File: config.mk
export PLATFORM = sky130hd
export DESIGN_NAME = wrinv_line_cache
export DESIGN_NICKNAME = d
export VERILOG_FILES = /design/src/rtl/wlc_pkg.sv /design/src/rtl/wlc_promote.sv /design/src/rtl/wlc_kind_fifo.sv /design/src/rtl/wlc_line.sv /design/src/rtl/wrinv_line_cache.sv
export SDC_FILE = /design/constraint.sdc
export NUM_CORES = 1
export LEC_CHECK = 0
export ABC_AREA = 1
export BUFFER_PORTS_ARGS = -buffer_cell sky130_fd_sc_hd__buf_2
export CAP_MARGIN = 15
export CORE_MARGIN = 4
export CORE_UTILIZATION = 35
export DETAILED_ROUTE_END_ITERATION = 16
export GPL_ROUTABILITY_DRIVEN = 0
export HOLD_SLACK_MARGIN = 0.08
export SETUP_SLACK_MARGIN = 0.15
export SLEW_MARGIN = 20
export SYNTH_ARGS = -nofsm -noshare
export SYNTH_HDL_FRONTEND = slang
export SYNTH_HIERARCHICAL = 1
export SYNTH_SLANG_ARGS = --single-unit
File: constraint.sdc
create_clock -name clk_i -period 6.65 [get_ports clk_i]
set_clock_uncertainty 0.1 [all_clocks]
set_input_delay 1.33 -clock clk_i [delete_from_list [all_inputs] [get_ports clk_i]]
set_output_delay 1.33 -clock clk_i [all_outputs]
set_load 0.1 [all_outputs]
File: src/rtl/wlc_pkg.sv
package wlc_pkg;
  localparam int ST_W        = 8;
  localparam int ST_VALID    = 0;
  localparam int ST_WRITABLE = 1;
  localparam int ST_READABLE = 2;
  localparam int ST_DIRTY    = 3;
  localparam int ST_CGE      = 7;

  typedef logic [ST_W-1:0] line_stat_t;

  typedef enum logic {
    KIND_PLAIN = 1'b0,
    KIND_WRINV = 1'b1
  } txn_kind_e;
endpackage

File: src/rtl/wlc_promote.sv
module wlc_promote #(
  parameter int LINE_BYTES = 8,
  parameter int OFF_W      = 3,
  parameter int SZ_W       = 2
) (
  input  logic                  en_i,
  input  logic [OFF_W-1:0]      off_i,
  input  logic [SZ_W-1:0]       size_i,
  output logic                  promote_o,
  output logic [LINE_BYTES-1:0] strb_o
);
  assign promote_o = en_i && (size_i == SZ_W'(OFF_W)) && (off_i == '0);

  for (genvar b = 0; b < LINE_BYTES; b++) begin : g_lane
    assign strb_o[b] = (b >= int'(off_i)) && (b < int'(off_i) + (1 << size_i));
  end
endmodule

File: src/rtl/wlc_kind_fifo.sv
module wlc_kind_fifo import wlc_pkg::*; #(
  parameter int DEPTH = 4
) (
  input  logic      clk_i,
  input  logic      rst_ni,
  input  logic      push_i,
  input  txn_kind_e kind_i,
  input  logic      pop_i,
  output txn_kind_e head_o,
  output logic      full_o,
  output logic      empty_o
);
  localparam int PTR_W = $clog2(DEPTH);
  localparam int CNT_W = $clog2(DEPTH + 1);

  txn_kind_e        kind_q [DEPTH];
  logic [PTR_W-1:0] wr_q, rd_q;
  logic [CNT_W-1:0] cnt_q;

  assign full_o  = (cnt_q == CNT_W'(DEPTH));
  assign empty_o = (cnt_q == '0);
  assign head_o  = kind_q[rd_q];

  function automatic logic [PTR_W-1:0] nxt(input logic [PTR_W-1:0] p);
    return (p == PTR_W'(DEPTH - 1)) ? '0 : p + 1'b1;
  endfunction

  always_ff @(posedge clk_i or negedge rst_ni) begin
    if (!rst_ni) begin
      wr_q  <= '0;
      rd_q  <= '0;
      cnt_q <= '0;
      for (int i = 0; i < DEPTH; i++) kind_q[i] <= KIND_PLAIN;
    end else begin
      if (push_i) begin
        kind_q[wr_q] <= kind_i;
        wr_q         <= nxt(wr_q);
      end
      if (pop_i) rd_q <= nxt(rd_q);
      case ({push_i, pop_i})
        2'b10:   cnt_q <= cnt_q + 1'b1;
        2'b01:   cnt_q <= cnt_q - 1'b1;
        default: cnt_q <= cnt_q;
      endcase
    end
  end

  assert_push_room_R3: assert property (@(posedge clk_i) disable iff (!rst_ni)
    push_i |-> !full_o);
  assert_pop_data_R8: assert property (@(posedge clk_i) disable iff (!rst_ni)
    pop_i |-> !empty_o);
endmodule

File: src/rtl/wlc_line.sv
module wlc_line import wlc_pkg::*; #(
  parameter int TAG_W      = 10,
  parameter int LINE_BYTES = 8
) (
  input  logic                    clk_i,
  input  logic                    rst_ni,
  input  logic                    fin_i,
  input  logic [TAG_W-1:0]        fin_tag_i,
  input  logic                    alloc_i,
  input  logic                    upd_i,
  input  logic                    inv_i,
  input  logic [TAG_W-1:0]        wr_tag_i,
  input  logic [8*LINE_BYTES-1:0] wr_data_i,
  input  logic [LINE_BYTES-1:0]   wr_strb_i,
  input  logic                    snp_i,
  input  logic                    snp_inv_i,
  input  logic [TAG_W-1:0]        snp_tag_i,
  output line_stat_t              stat_o,
  output logic [TAG_W-1:0]        tag_o,
  output logic [8*LINE_BYTES-1:0] data_o
);
  line_stat_t              stat_q, stat_d;
  logic [TAG_W-1:0]        tag_q, tag_d;
  logic [8*LINE_BYTES-1:0] data_q, data_d;

  always_comb begin
    stat_d = stat_q;
    tag_d  = tag_q;
    data_d = data_q;
    // response closes the owned window; drop if line was lost meanwhile
    if (fin_i && stat_d[ST_VALID] && (tag_d == fin_tag_i)) begin
      if (stat_d[ST_CGE]) stat_d[ST_WRITABLE] = 1'b1;
      stat_d[ST_DIRTY] = 1'b0;
      stat_d[ST_CGE]   = 1'b0;
    end
    if (alloc_i) begin
      stat_d              = '0;
      stat_d[ST_VALID]    = 1'b1;
      stat_d[ST_READABLE] = 1'b1;
      stat_d[ST_DIRTY]    = 1'b1;
      stat_d[ST_CGE]      = 1'b1;
      tag_d               = wr_tag_i;
      data_d              = wr_data_i;
    end
    if (upd_i) begin
      for (int b = 0; b < LINE_BYTES; b++)
        if (wr_strb_i[b]) data_d[8*b +: 8] = wr_data_i[8*b +: 8];
    end
    if (inv_i) stat_d = '0;
    if (snp_i && stat_d[ST_VALID] && (tag_d == snp_tag_i)) begin
      if (snp_inv_i) begin
        stat_d = '0;
      end else begin
        stat_d[ST_WRITABLE] = 1'b0;
        stat_d[ST_CGE]      = 1'b0;
      end
    end
  end

  always_ff @(posedge clk_i or negedge rst_ni) begin
    if (!rst_ni) begin
      stat_q <= '0;
      tag_q  <= '0;
      data_q <= '0;
    end else begin
      stat_q <= stat_d;
      tag_q  <= tag_d;
      data_q <= data_d;
    end
  end

  assign stat_o = stat_q;
  assign tag_o  = tag_q;
  assign data_o = data_q;

  assert_alloc_state_R2: assert property (@(posedge clk_i) disable iff (!rst_ni)
    alloc_i && !snp_i |=> stat_q[ST_VALID] && stat_q[ST_DIRTY] && stat_q[ST_CGE]
                          && !stat_q[ST_WRITABLE]);
  assert_cge_owned_R5: assert property (@(posedge clk_i) disable iff (!rst_ni)
    stat_q[ST_CGE] |-> stat_q[ST_DIRTY] && !stat_q[ST_WRITABLE]);
  assert_fin_clean_R5: assert property (@(posedge clk_i) disable iff (!rst_ni)
    fin_i && stat_q[ST_VALID] && (tag_q == fin_tag_i) && !alloc_i && !inv_i && !snp_i
    |=> !stat_q[ST_DIRTY] && !stat_q[ST_CGE]);
  assert_fin_lost_R9: assert property (@(posedge clk_i) disable iff (!rst_ni)
    fin_i && !stat_q[ST_VALID] && !alloc_i && !snp_i |=> $stable(stat_q));
endmodule

File: src/rtl/wrinv_line_cache.sv
module wrinv_line_cache import wlc_pkg::*; #(
  parameter int ADDR_W      = 16,
  parameter int LINE_BYTES  = 8,
  parameter int LINES       = 8,
  parameter int OUTSTANDING = 4,
  localparam int OFF_W  = $clog2(LINE_BYTES),
  localparam int IDX_W  = $clog2(LINES),
  localparam int TAG_W  = ADDR_W - OFF_W - IDX_W,
  localparam int DATA_W = 8 * LINE_BYTES,
  localparam int SZ_W   = $clog2(OFF_W + 1)
) (
  input  logic              clk_i,
  input  logic              rst_ni,
  input  logic              fast_wr_en_i,
  input  logic              cpu_req_valid_i,
  output logic              cpu_req_ready_o,
  input  logic [ADDR_W-1:0] cpu_req_addr_i,
  input  logic [SZ_W-1:0]   cpu_req_size_i,
  input  logic [DATA_W-1:0] cpu_req_data_i,
  output logic              cpu_rsp_valid_o,
  output logic              mem_req_valid_o,
  input  logic              mem_req_ready_i,
  output logic              mem_req_wrinv_o,
  output logic [ADDR_W-1:0] mem_req_addr_o,
  output logic [DATA_W-1:0] mem_req_data_o,
  output logic [LINE_BYTES-1:0] mem_req_strb_o,
  input  logic              mem_rsp_valid_i,
  input  logic              snp_valid_i,
  input  logic              snp_inv_i,
  input  logic [ADDR_W-1:0] snp_addr_i,
  output logic              wi_hold_o,
  input  logic [IDX_W-1:0]  stat_idx_i,
  output logic [ST_W-1:0]   stat_o,
  output logic [TAG_W-1:0]  stat_tag_o,
  output logic [DATA_W-1:0] stat_data_o
);
  logic [OFF_W-1:0] cpu_off;
  logic [IDX_W-1:0] cpu_idx, snp_idx;
  logic [TAG_W-1:0] cpu_tag, snp_tag;

  assign cpu_off = cpu_req_addr_i[OFF_W-1:0];
  assign cpu_idx = cpu_req_addr_i[OFF_W +: IDX_W];
  assign cpu_tag = cpu_req_addr_i[ADDR_W-1 -: TAG_W];
  assign snp_idx = snp_addr_i[OFF_W +: IDX_W];
  assign snp_tag = snp_addr_i[ADDR_W-1 -: TAG_W];

  logic                  promote;
  logic [LINE_BYTES-1:0] strb;

  wlc_promote #(.LINE_BYTES(LINE_BYTES), .OFF_W(OFF_W), .SZ_W(SZ_W)) u_promote (
    .en_i     (fast_wr_en_i),
    .off_i    (cpu_off),
    .size_i   (cpu_req_size_i),
    .promote_o(promote),
    .strb_o   (strb)
  );

  line_stat_t        st_a   [LINES];
  logic [TAG_W-1:0]  tag_a  [LINES];
  logic [DATA_W-1:0] data_a [LINES];

  line_stat_t cur_st;
  logic       hit;
  assign cur_st = st_a[cpu_idx];
  assign hit    = cur_st[ST_VALID] && (tag_a[cpu_idx] == cpu_tag);

  // transaction order and pending write-invalidate
  txn_kind_e        head_kind;
  logic             fifo_full, fifo_empty;
  logic             wi_pend_q, hold_q, rsp_q;
  logic [IDX_W-1:0] wi_idx_q;
  logic [TAG_W-1:0] wi_tag_q;
  logic             wi_done;

  assign wi_done = mem_rsp_valid_i && (head_kind == KIND_WRINV);

  logic wi_block, slot_free, acc;
  logic ev_alloc, ev_upd, ev_inv;
  logic mreq_v_q;

  assign wi_block  = promote ? (wi_pend_q || cur_st[ST_DIRTY])
                             : (hit && cur_st[ST_CGE]);
  assign slot_free = !mreq_v_q && !fifo_full;
  assign cpu_req_ready_o = slot_free && !wi_block;
  assign acc      = cpu_req_valid_i && cpu_req_ready_o;
  assign ev_alloc = acc && promote;
  assign ev_upd   = acc && !promote && hit && cur_st[ST_WRITABLE];
  assign ev_inv   = acc && !promote && hit && !cur_st[ST_WRITABLE];

  wlc_kind_fifo #(.DEPTH(OUTSTANDING)) u_order (
    .clk_i  (clk_i),
    .rst_ni (rst_ni),
    .push_i (acc),
    .kind_i (promote ? KIND_WRINV : KIND_PLAIN),
    .pop_i  (mem_rsp_valid_i),
    .head_o (head_kind),
    .full_o (fifo_full),
    .empty_o(fifo_empty)
  );

  for (genvar i = 0; i < LINES; i++) begin : g_line
    wlc_line #(.TAG_W(TAG_W), .LINE_BYTES(LINE_BYTES)) u_line (
      .clk_i    (clk_i),
      .rst_ni   (rst_ni),
      .fin_i    (wi_done && (wi_idx_q == IDX_W'(i))),
      .fin_tag_i(wi_tag_q),
      .alloc_i  (ev_alloc && (cpu_idx == IDX_W'(i))),
      .upd_i    (ev_upd && (cpu_idx == IDX_W'(i))),
      .inv_i    (ev_inv && (cpu_idx == IDX_W'(i))),
      .wr_tag_i (cpu_tag),
      .wr_data_i(cpu_req_data_i),
      .wr_strb_i(strb),
      .snp_i    (snp_valid_i && (snp_idx == IDX_W'(i))),
      .snp_inv_i(snp_inv_i),
      .snp_tag_i(snp_tag),
      .stat_o   (st_a[i]),
      .tag_o    (tag_a[i]),
      .data_o   (data_a[i])
    );
  end

  logic                  mreq_wi_q;
  logic [ADDR_W-1:0]     mreq_addr_q;
  logic [DATA_W-1:0]     mreq_data_q;
  logic [LINE_BYTES-1:0] mreq_strb_q;

  always_ff @(posedge clk_i or negedge rst_ni) begin
    if (!rst_ni) begin
      mreq_v_q    <= 1'b0;
      mreq_wi_q   <= 1'b0;
      mreq_addr_q <= '0;
      mreq_data_q <= '0;
      mreq_strb_q <= '0;
    end else if (acc) begin
      mreq_v_q    <= 1'b1;
      mreq_wi_q   <= promote;
      mreq_addr_q <= cpu_req_addr_i;
      mreq_data_q <= cpu_req_data_i;
      mreq_strb_q <= strb;
    end else if (mem_req_ready_i) begin
      mreq_v_q    <= 1'b0;
    end
  end

  always_ff @(posedge clk_i or negedge rst_ni) begin
    if (!rst_ni) begin
      wi_pend_q <= 1'b0;
      wi_idx_q  <= '0;
      wi_tag_q  <= '0;
      hold_q    <= 1'b0;
      rsp_q     <= 1'b0;
    end else begin
      rsp_q <= mem_rsp_valid_i;
      if (ev_alloc) begin
        wi_pend_q <= 1'b1;
        wi_idx_q  <= cpu_idx;
        wi_tag_q  <= cpu_tag;
      end else if (wi_done) begin
        wi_pend_q <= 1'b0;
      end
      // release wins so a stalled writer is not left waiting
      if (wi_done)                          hold_q <= 1'b0;
      else if (cpu_req_valid_i && wi_block) hold_q <= 1'b1;
    end
  end

  assign mem_req_valid_o = mreq_v_q;
  assign mem_req_wrinv_o = mreq_wi_q;
  assign mem_req_addr_o  = mreq_addr_q;
  assign mem_req_data_o  = mreq_data_q;
  assign mem_req_strb_o  = mreq_strb_q;
  assign cpu_rsp_valid_o = rsp_q;
  assign wi_hold_o       = hold_q;
  assign stat_o          = st_a[stat_idx_i];
  assign stat_tag_o      = tag_a[stat_idx_i];
  assign stat_data_o     = data_a[stat_idx_i];

  assert_req_hold_R3: assert property (@(posedge clk_i) disable iff (!rst_ni)
    mem_req_valid_o && !mem_req_ready_i
    |=> mem_req_valid_o && $stable(mem_req_addr_o) && $stable(mem_req_data_o));
  assert_rsp_follow_R8: assert property (@(posedge clk_i) disable iff (!rst_ni)
    mem_rsp_valid_i |=> cpu_rsp_valid_o);
  assert_hold_release_R7: assert property (@(posedge clk_i) disable iff (!rst_ni)
    wi_done |=> !wi_hold_o);
  assert_wi_tracked_R4: assert property (@(posedge clk_i) disable iff (!rst_ni)
    wi_pend_q |-> !fifo_empty);
endmodule

# After elaboration in Yosys (flattened, before gate mapping)

Index checks and enable logic that the tools add are counted.

Register bits after elaboration: 773
Input port bits: 109
Output and inout bits: 175
Word-level logic and storage cells: 455

Add/sub/neg operators: 5
Order comparisons: 20
Equality and inequality tests: 44
Shift operators: 1
Multiplexer cells: 192
Bitwise logic cells: 4
Reductions and logical operators: 132

Operators with widths:

| operator                                                               | number |
|---|---|
| 64-bit 2-to-1 mux                                                      | 18 |
| 8-bit 2-to-1 mux                                                       | 92 |
| 64-bit binary-select mux with 3-bit select                             | 1 |
| 10-bit equality test                                                   | 17 |
| 4-bit by 32-bit < comparator with 1-bit output (first input constant)  | 4 |
| 10-bit 2-to-1 mux                                                      | 12 |
| 1-bit logical AND                                                      | 94 |
| 3-bit by 32-bit < comparator with 1-bit output (first input constant)  | 2 |
| 4-bit nonzero test                                                     | 16 |
| 10-bit binary-select mux with 3-bit select                             | 2 |
| 1-bit 2-to-1 mux                                                       | 51 |
| 8-bit binary-select mux with 3-bit select                              | 2 |
| 5-bit 2-to-1 mux                                                       | 8 |
| 3-bit equality test (second input constant)                            | 13 |
| 4-bit by 32-bit adder with 32-bit output                               | 1 |
| 1-bit by 32-bit < comparator with 1-bit output (first input constant)  | 1 |
| 2-bit by 32-bit < comparator with 1-bit output (first input constant)  | 1 |
| 1-bit by 2-bit left shift with 32-bit output (first input constant)    | 1 |
| 3-bit by 2-bit equality test with 1-bit output (second input constant) | 6 |
| 2-bit AND reduction                                                    | 8 |
| 3-bit logical NOT                                                      | 4 |
| 3-bit by 1-bit equality test with 1-bit output (second input constant) | 3 |
| 3-bit >= comparator (first input constant)                             | 3 |
| 2-bit equality test (second input constant)                            | 4 |
| other kinds (19)                                                       | 34 |

# Depth between registers and ports, before layout

Word-level depth: 20
Depth in mapped cells: 30
Gate-level depth less buffers: 27

# By module

Netlist, hierarchy kept.

By module, submodules not included:

| module           | instances | cells an instance | area an instance (sq um) | sequential area each (sq um) |
|---|---|---|---|---|
| wlc_line         | 8         | 341               | 3,604.7                  | 2,052.0 |
| wrinv_line_cache | 1         | 2,004             | 10,968.0                 | 2,652.5 |
| wlc_kind_fifo    | 1         | 70                | 626.9                    | 275.3 |
| wlc_promote      | 1         | 52                | 267.8                    | 0.0 |

# Worst setup path after synthesis

Ideal clock, no wire load.

Path type: input to output
Start point: input port stat_idx_i[0]
End point: output port stat_o[4]
Arrival time: 4.067 ns
Setup slack: 1.153 ns
Stages on the path: 8
Buffers on the path: 3
Cell sequence: inv_1 clkbuf_1 clkbuf_1 clkbuf_1 nor2_1 o22ai_1 nor2_1 a31oi_1

Longest elaborated chain between the ends: 4

Ends and longest elaborated chain:

| item                                                   | line                    | text |
|---|---|---|
| start, declared                                        | wrinv_line_cache.sv:32  | `input logic [IDX_W-1:0] stat_idx_i,` |
| 3-bit inverter with 4-bit output (implied by the code) | wrinv_line_cache.sv:174 | `assign stat_o = st_a[stat_idx_i];` |
| 8-bit binary-select mux with 3-bit select              | wrinv_line_cache.sv:174 |  |
| 8-bit 2-to-1 mux (implied by the code) (2 in series)   | wrinv_line_cache.sv:174 |  |
| end, declared                                          | wrinv_line_cache.sv:33  | `output logic [ST_W-1:0] stat_o,` |

Every way passes these cells. The select of a mux whose other input is x is not followed.

# Final worst setup path

Start point: input port cpu_req_addr_i[3]
End point: register g_line[1].u_line.stat_q[3]

RTL lines:

| item                                                   | line                                           | text |
|---|---|---|
| start, declared                                        | wrinv_line_cache.sv:17                         | `input logic [ADDR_W-1:0] cpu_req_addr_i,` |
| 3-bit inverter with 4-bit output (implied by the code) | wrinv_line_cache.sv:64, wrinv_line_cache.sv:65 |  |
| 10-bit binary-select mux with 3-bit select             | wrinv_line_cache.sv:65                         | `assign hit = cur_st[ST_VALID] && (tag_a[cpu_idx] == cpu_tag);` |
| 10-bit 2-to-1 mux (implied by the code) (2 in series)  | wrinv_line_cache.sv:65                         |  |
| 10-bit equality test                                   | wrinv_line_cache.sv:65                         |  |
| 1-bit logical AND                                      | wrinv_line_cache.sv:65                         |  |
| 1-bit logical AND                                      | wrinv_line_cache.sv:82                         | `: (hit && cur_st[ST_CGE]);` |
| 1-bit 2-to-1 mux                                       | wrinv_line_cache.sv:81                         | `assign wi_block = promote ? (wi_pend_q \|\| cur_st[ST_DIRTY])` |
| 1-bit logical NOT                                      | wrinv_line_cache.sv:84                         | `assign cpu_req_ready_o = slot_free && !wi_block;` |
| [... 2 more ...]                                       | --                                             |  |
| 1-bit logical AND                                      | wrinv_line_cache.sv:86                         | `assign ev_alloc = acc && promote;` |
| 1-bit logical AND (*)                                  | wrinv_line_cache.sv:107                        | `.alloc_i (ev_alloc && (cpu_idx == IDX_W'(i))),` |
| 10-bit 2-to-1 mux (*)                                  | wlc_line.sv:36                                 | `if (alloc_i) begin` |
| via g_line[1].u_line.tag_d[5]                          | wlc_line.sv:23                                 | `logic [TAG_W-1:0] tag_q, tag_d;` |
| 10-bit equality test (*)                               | wlc_line.sv:50                                 | `if (snp_i && stat_d[ST_VALID] && (tag_d == snp_tag_i)) begin` |
| 1-bit logical AND (*)                                  | wlc_line.sv:50                                 |  |
| 8-bit 2-to-1 mux (*)                                   | wlc_line.sv:50                                 |  |
| via g_line[1].u_line.stat_d[3]                         | wlc_line.sv:22                                 | `line_stat_t stat_q, stat_d;` |
| end signal, assigned                                   | wlc_line.sv:66                                 | `stat_q <= stat_d;` |
| end, declared                                          | wlc_line.sv:22                                 |  |

The timed path passes the listed nets; every way through them passes the cells marked *. The select of a mux whose other input is x is not followed.
A chain may end at the register's enable or synchronous reset.

==> flow_summary.yaml <==
die:
  die_x_um: 349.0
  die_y_um: 349.0
  start_util_pct: 35.45
  core-area_um2: 114800
  die_area_um2: 121800
  rows: 124
  ios: 284
clocking:
  numCtsBuffers: 91
  cts_resized: 0
  cts_setup_buffers: 0
  clock_path_buffers: 3
  clk_pin_slew_ns: 0.06
  clkSinkCount: 773
  cts_root_buf: "clkbuf_16"
  cts_hold_buf: 0
  cts_tree: "done"
  clk_latency_ns: 0.67
  htreeDepth: 3
place:
  hpwl_um: 88750
  dpl-instance-area_um2: 43620
  io_buffers: 280
  pre_cts_ws_ns: 0.5469
synthesis:
  netlist_area_um2: 40700
  avgSynthCellArea_um2: 8.386
  syn_inst: 4853
  yosys_warnings: 6
  synth_nets: 4973
sta:
  slew_violations: 0
  finalSetupTns_ns: 0
  tightest_slew_ns: 1.094
  setup_viol: 0
  hold_ws_ns: 0.3732
  finalWorstSetupSlack_ns: 1.135
  fin_crit_ns: 5.515
  fin_crit_sh_pct: 82.94
  maxSlewHeadroom_pct: 27.08
  finalHoldViolCount: 0
  rsz0062_at_grt: "no"
  max_freq_mhz: 181.3
power_and_ir_drop:
  p_leak_nw: 24.33
  pwr_density_cell_nw_per_um2: 317.9
  p_total_mw: 14.87
  vdd_drop_max_mv: 0.3238
critical_path:
  arrival_ns: 5.95
  crit_path_top_delay_cell: "nor2_2"
  max_stage_delay_ns: 0.63
  cp-end-kind: "flop"
  timing_worst_setup_path_type: "in2reg"
  cp-start-kind: "input port"
  crit_top_cell: "nand2_1"
  cp.required_ns: 7.09
  crit_fanout: 20
  worst-path-buf-inv: 5
  critPathTopFamily: "simple AND/OR/NAND/NOR gates"
final_layout:
  finish.instance_area_um2: 46790
  nNetsFinal: 5211
  drive_above_1_share_pct: 21.95
  final_common_cell: "nand2_1"
  final_cell_mix: "1225 x nand2_1, 806 x nor2_1, 773 x dfrtp_1"
  syn2layout_area_growth_pct: 14.97
route:
  vias: 33940
  finalWirelength_um: 129500
  post-route-drc-count: 0
  wl_per_cell_um: 19.37
  antenna_left: 0
  dr.pass1.iters: 5
  drt_iter0_drc: 2603
  via_per_inst: 5.077
hold_path:
  hp-class: "reg2reg"
run:
  drv_cap: 0
global_route:
  grt_pass1_vias: 32816
  grt_antenna_before_repair: 12
  grtUsageTotal_pct: 20.96
  grt-ovfl-total: 0
  grt_max_degree: 154
  grt_pass1_wl_um: 198800
outcome:
  status: "finished, final reports clean"
## where the power goes
part	total [mW]	switching [mW]	internal, mW
Combinational	4.28	3.55	0.729
Sequential	5.40	0.295	5.11
Clock	5.20	2.13	3.07
## path summary, 6_finish.rpt
check,from,endpoint,slack (ns),depth (start not counted)
hold reg to reg,mem_req_data_o[45],mem_req_data_o[45],0.37,2
setup / recovery,cpu_req_addr_i[3],g_line[1].u_line/stat_o[3],1.13,25
min in group asynchronous,rst_ni,g_line[7].u_line/data_o[8],0.59,1
max in group asynchronous,rst_ni,g_line[2].u_line/tag_o[1],4.51,2
setup reg to reg,g_line[1].u_line/tag_o[5],g_line[1].u_line/stat_o[3],2.17,24
hold / removal,mem_req_data_o[45],mem_req_data_o[45],0.37,2
## cell type report
type | instances | area (um^2)
Fill cell | 11527 | 68020
Sequential cell | 773 | 19340
Multi-Input combinational cell | 3484 | 18850
Clock buffer | 132 | 2643
Timing Repair Buffer | 356 | 2073
Tap cell | 1512 | 1892
Inverter | 385 | 1463
Clock inverter | 37 | 509.2
Antenna cell | 6 | 15.01
## worst reg2reg max path: stages (launching register included)
cell,delay (ns)
dfrtp_1,0.43
inv_1,0.15
nor2_1,0.06
nor2_1,0.11
nand3_1,0.12
nand2_1,0.09
nand2_1,0.07
nand2_1,0.07
inv_1,0.04
nand2_1,0.06
nor2_1,0.06
nand3_2,0.18
nand4_4,0.11
nor2_2,0.63
inv_1,0.40
nor2_1,0.27
buf_4,0.29
nand2_1,0.10
nand2_1,0.11
xnor2_1,0.12
nand2_1,0.06
nor2_1,0.37
nand3_2,0.21
nand2_1,0.10
inv_1,0.04
## layer usage
| layer | global-route usage, % | vias up | wire, um |
|---|---|---|---|
| met1 | 29.46 | 16453 | 58950 |
| met5 | 0 | - | 27 |
| met3 | 3.559 | 224 | 8851 |
| met2 | 32.56 | 1068 | 57020 |
| met4 | 7.743 | 4 | 4636 |
| li1 | - | 16191 | - |
## sequential cells by signal, indices dropped and copies added (netlist names)
register / count
cpu_rsp_valid_o: 1
mem_req_strb_o: 8
mem_req_valid_o: 1
wi_tag_q: 10
u_order/kind_q: 4
mem_req_addr_o: 16
wi_hold_o: 1
mem_req_data_o: 64
g_line.u_line/tag_o: 80
wi_idx_q: 3
u_order/cnt_q: 3
mem_req_wrinv_o: 1
g_line.u_line/data_o: 512
wi_pend_q: 1
g_line.u_line/stat_o: 64
u_order/wr_q: 2
u_order/rd_q: 2
## per-stage QoR
stage	cells	utilization, %
CTS	6679	40.74
finish	6685	40.75
detailed placement	6510	37.99
floorplan	4853	-
global route	6681	40.74
global placement	6510	37.99
Power figures use the tool's default switching activity.
